==> src/rtl/cmp_timer.sv <==
module cmp_timer #(
  parameter int W   = 16,
  parameter int NCH = 2
) (
  input  logic           clk,
  input  logic           rst_n,
  input  logic           wr_en,
  input  logic [1:0]     wr_addr,
  input  logic [W-1:0]   wr_data,
  input  logic           tick,
  output logic [W-1:0]   count,
  output logic [NCH-1:0] toggle_out,
  output logic [NCH-1:0] match_pulse,
  output logic           ovf_pulse,
  output logic           ovf_flag
);

  localparam logic [W-1:0] MAXV = {W{1'b1}};

  logic         run;
  logic         ctl_wr, start, clr, act, wrap;
  logic [W-1:0] nxt;

  assign ctl_wr = wr_en && (wr_addr == 2'd0);
  assign start  = ctl_wr && wr_data[0] && !run;
  assign clr    = ctl_wr && wr_data[1];
  assign act    = run && tick;
  assign nxt    = count + 1'b1;
  assign wrap   = act && (count == MAXV);

  always_ff @(posedge clk or negedge rst_n) begin
    if (!rst_n) run <= 1'b0;
    else if (ctl_wr) run <= wr_data[0];
  end

  always_ff @(posedge clk or negedge rst_n) begin
    if (!rst_n) count <= '0;
    else if (!run) count <= '0;
    else if (tick) count <= nxt;
  end

  always_ff @(posedge clk or negedge rst_n) begin
    if (!rst_n) begin
      ovf_pulse <= 1'b0;
      ovf_flag  <= 1'b0;
    end else begin
      ovf_pulse <= wrap;
      ovf_flag  <= wrap | (ovf_flag & ~clr);
    end
  end

  for (genvar i = 0; i < NCH; i++) begin : g_ch
    logic [W-1:0] cmp;
    logic         hit;

    assign hit = act && (nxt == cmp);

    always_ff @(posedge clk or negedge rst_n) begin
      if (!rst_n) cmp <= MAXV;
      else if (wr_en && (wr_addr == 2'(i + 1))) cmp <= wr_data;
    end

    always_ff @(posedge clk or negedge rst_n) begin
      if (!rst_n) begin
        match_pulse[i] <= 1'b0;
        toggle_out[i]  <= 1'b0;
      end else begin
        match_pulse[i] <= hit;
        toggle_out[i]  <= toggle_out[i] ^ (hit | start);
      end
    end

    // a match pulse always comes with a flip of the same channel's output
    a_r4_match_flips: assert property (@(posedge clk) disable iff (!rst_n)
      match_pulse[i] |-> (toggle_out[i] != $past(toggle_out[i])));

    // a stopped timer produces no match
    a_r8_no_match_stopped: assert property (@(posedge clk) disable iff (!rst_n)
      !run |=> !match_pulse[i]);
  end

  // an overflow pulse always leaves the flag set
  a_r5_pulse_sets_flag: assert property (@(posedge clk) disable iff (!rst_n)
    ovf_pulse |-> ovf_flag);

  // the overflow pulse shows up with the counter back at zero
  a_r3_wrap_to_zero: assert property (@(posedge clk) disable iff (!rst_n)
    ovf_pulse |-> (count == '0));

  // without a clear the flag never drops
  a_r6_flag_sticky: assert property (@(posedge clk) disable iff (!rst_n)
    (ovf_flag && !clr) |=> ovf_flag);

  // a set in the same cycle as a clear wins
  a_r7_set_wins: assert property (@(posedge clk) disable iff (!rst_n)
    (wrap && clr) |=> ovf_flag);

  // a stopped timer holds the counter at zero one cycle later
  a_r8_held_zero: assert property (@(posedge clk) disable iff (!rst_n)
    !run |=> (count == '0) && !ovf_pulse);

endmodule

==> config.mk <==
export PLATFORM = sky130hd
export DESIGN_NAME = cmp_timer
export DESIGN_NICKNAME = d
export VERILOG_FILES = /design/src/rtl/cmp_timer.sv
export SDC_FILE = /design/constraint.sdc
export NUM_CORES = 1
export LEC_CHECK = 0
export ABC_AREA = 1
export BUFFER_PORTS_ARGS = -buffer_cell sky130_fd_sc_hd__buf_2
export CORE_MARGIN = 2
export CORE_UTILIZATION = 40
export DETAILED_ROUTE_END_ITERATION = 8
export PLACE_DENSITY_LB_ADDON = 0.15
export SYNTH_ARGS = -nofsm -noshare
export SYNTH_HDL_FRONTEND = slang
export SYNTH_SLANG_ARGS = --single-unit
==> constraint.sdc <==
create_clock -name clk -period 2.8 [get_ports clk]
set_clock_uncertainty 0.2 [all_clocks]
set_input_delay 0.14 -clock clk [delete_from_list [all_inputs] [get_ports clk]]
set_output_delay 0.14 -clock clk [all_outputs]
set_load 0.02 [all_outputs]
==> flow_summary.toml <==
[synth]
yosys.area_share.simple = 0.345
synth.distinct_cells = 27
synth_area_leaders = "dfstp_2 (27%), dfrtp_1 (18%), nand2_1 (17%)"
yosys.area_share.adder = 0.00401
synth_compound_area_frac = 0.105
synthesis.instances = 424
synthMuxAreaShare = 0
yosysTopAreaCell = "dfstp_2"
yosys_register_bits = 55
synth_edf_count = 0
yosysWarnings = 0
synth_xor_area_frac = 0.0160
yosysSeqAreaShare = 0.454
syn_avg_cell_area_sq_um = 7.36
synth-async-reset-ratio = 1.00
syn_area_sq_um = 3120
synth_top_area_frac = 0.269
synth_ff_type = "dfstp_2"
synth_top_family_by_area = "simple AND/OR/NAND/NOR gates"
synth_fp_nets = 447

[sta]
min_period_ns = 2.37
slew_headroom = 0.531
layout_setup_ws_ns = 0.428
fin_crit_sh = 0.847
hold_ws_ns = -0.000622
worstMarginPinSlew_ns = 0.703
max_clock_freq_mhz = 422
hold_viol = 1
fin_tns_setup_ns = 0
slew_viol_final = 0
finalSetupViolCount = 0
rsz0062_at_grt = "false"

[drt]
wl_per_cell_um = 13.8
drtIter0Drc = 217
via_per_inst = 4.99
drt-total-wl_um = 8150
drc = 0
dr.pass1.iters = 4
vias = 2948
ant_nets = 0

[die]
boundaryPins = 44
die_w_um = 92.3
core.rowCount = 32
die_area_sq_um = 8530
die_h_um = 92.3
start_util = 0.408
core-area_sq_um = 7650

[setup_path]
critPathArrivalTime_ns = 2.38
r2r-start = "count[0]$_DFFE_PN0P_"
end_kind = "flop"
critPathBufInv = 0
cp_max_fo = 7
crit_required_ns = 2.81
critPathMaxStageDelay_ns = 0.49
timing.critical_path.cells = "ha_1 -> nand2_1 -> nor2_4 -> nand2_1 -> nand2_1 -> nand2_1 -> nand2_1 -> nand2_1 -> nor2_1 -> nand2_1 -> nor2_1 -> nand3_1 -> nand3_1 -> nand2_1"
criticalPathCategory = "flop to flop"
cpMostUsedCell = "nand2_1"
timing.rr.end = "toggle_out[0]$_DFF_PN0_"
r2r_slack_ns = 0.43
crit_slowest_cell = "dfrtp_1"
worstSetupStartpointType = "flop"
reg2reg_depth = 14
path_delay_family = "simple AND/OR/NAND/NOR gates"
crit_start = "count[0]$_DFFE_PN0P_"

[global_routing]
grt_max_degree = 56
grt_usage = 0.207
grt_pass1_wl_um = 14000
grt-ovfl-total = 0
grt_pass1_vias = 2925
antenna_found_initial = 0

[place]
pre_cts_ws_ns = 0.465
portBuffers = 43
dpl_cell_area_sq_um = 3460
hpwlAfterDp_um = 5870
place_congestion = 0.864

[power_and_ir_drop]
ir_drop_mv = 0.236
powerDensity_nw_per_um2 = 500
p_total_uw = 1880
p_leak_uw = 0.00181

[hold_path]
min_from = "wr_addr[1]"
holdPathEnd = "run$_DFFE_PN0P_"
hp-class = "input port to flop"
hold_depth = 4

[final_layout]
drive_above_1_share = 0.198
syn2layout_area_growth_pct = 20.4
diodes = 0
nNetsFinal = 511
fillers = 757
final_area_sq_um = 3760

[clocking]
cts_hold_buf = 19
clk_latency_ns = 0.31
htree_levels = 2
path_clk_slew_ns = 0.10
post_cts_buffers = 0
cts_buffers = 5
tritoncts = "built"
cts_root_buf = "clkbuf_8"
clock_path_buffers = 2
cts.repair.resized = 0
cts.sink_count = 55

[run_status]
violations = "negative hold slack"
status = "finished, violations left"

[job]
maxCapViolations = 0
==> state kept, by name, summed over array words and instances, names as in the netlist <==
name / flops
count: 16
run: 1
ovf_pulse: 1
g_ch.cmp: 32
ovf_flag: 1
match_pulse: 2
toggle_out: 2
==> Yosys cell counts (3+ instances only) <==
cell        n
inv_1      53
nor2_4      4
a21oi_1     3
o21ai_0    38
nand2_1   140
nand3b_1   17
clkbuf_1    9
o22ai_1    13
nand3_1    35
dfrtp_1    23
nand4_1     8
o21ai_1     3
nor2_1     29
dfstp_2    32
==> logic make-up after synthesis <==
kind of cell               after synthesis
AOI/OAI and AO/OA                       60
xor gates and xnor gates                 4
adders and majority gates                1
buffers and inverters                   64
DFF                                     55
and+or+nand+nor                        240
==> worst min-delay path, stage by stage <==
cell     delay, ns
buf_2         0.09
inv_1         0.04
nand3_1       0.12
o21ai_0       0.08
==> layout by cell type, fill, tap and decap left out, drive strengths merged <==
cell | netlist | final
clkbuf | 9 | 7
xnor2 | 1 | 1
nor3 | 1 | 1
dfrtp | 23 | 23
o211ai | 1 | 1
o21ai | 42 | 42
or2 | 2 | 2
o2111ai | 1 | 1
o22ai | 13 | 13
a21oi | 3 | 3
nand2 | 142 | 142
bufinv | 0 | 1
dfstp | 32 | 32
xor3 | 1 | 1
buf | 0 | 47
nor2 | 34 | 34
nor3b | 1 | 1
dlygate4sd3 | 0 | 19
nand3 | 35 | 35
xor2 | 2 | 2
inv | 55 | 55
nand3b | 17 | 17
ha | 1 | 1
nand4 | 8 | 8
==> worst max path at each step <==
stage,end,slack [ns],cells past startpoint
4_1_cts,toggle_out[0]$_DFF_PN0_,0.44,14
3_5_place_dp,toggle_out[0]$_DFF_PN0_,0.47,14
3_3_place_gp,toggle_out[0]$_DFF_PN0_,0.53,14
5_1_grt,toggle_out[1]$_DFF_PN0_,0.15,14
2_1_floorplan,toggle_out[0]$_DFF_PN0_,0.68,14
6_report,toggle_out[0]$_DFF_PN0_,0.43,14
==> layout make-up <==
| type | count | area, sq um | area share |
|---|---|---|---|
| repair buffers | 66 | 435 | 0.116 |
| inverters | 55 | 206 | 0.0549 |
| multi-input cells | 305 | 1470 | 0.390 |
| flip-flops and latches | 55 | 1420 | 0.377 |
| clock inverters | 1 | 30.0 | 0.00799 |
| well taps | 102 | 128 | 0.0340 |
| clock buffers | 7 | 76.3 | 0.0203 |
==> metrics by stage <==
step / utilization / cells / hold WS (ns)
global route: 0.491 / 591 / 0.0155
global placement: 0.453 / 564 / 0.118
CTS: 0.491 / 591 / 0.00524
floorplan: - / 424 / -0.356
finish: 0.491 / 591 / -0.000622
detailed placement: 0.453 / 564 / 0.120
==> per-layer routing <==
| layer | track usage | vias up | routed length (um) |
|---|---|---|---|
| met5 | 0 | - | 0 |
| met4 | 0.0373 | 0 | 65 |
| met3 | 0.0342 | 5 | 342 |
| met2 | 0.345 | 77 | 3820 |
| met1 | 0.287 | 1369 | 3930 |
| li1 | - | 1497 | - |
==> report_power, final <==
group	internal [uW]	switching, uW
Clock	268	261
Combinational	146	196
Sequential	936	72.1
No activity file was read; power rests on OpenSTA's default activity.
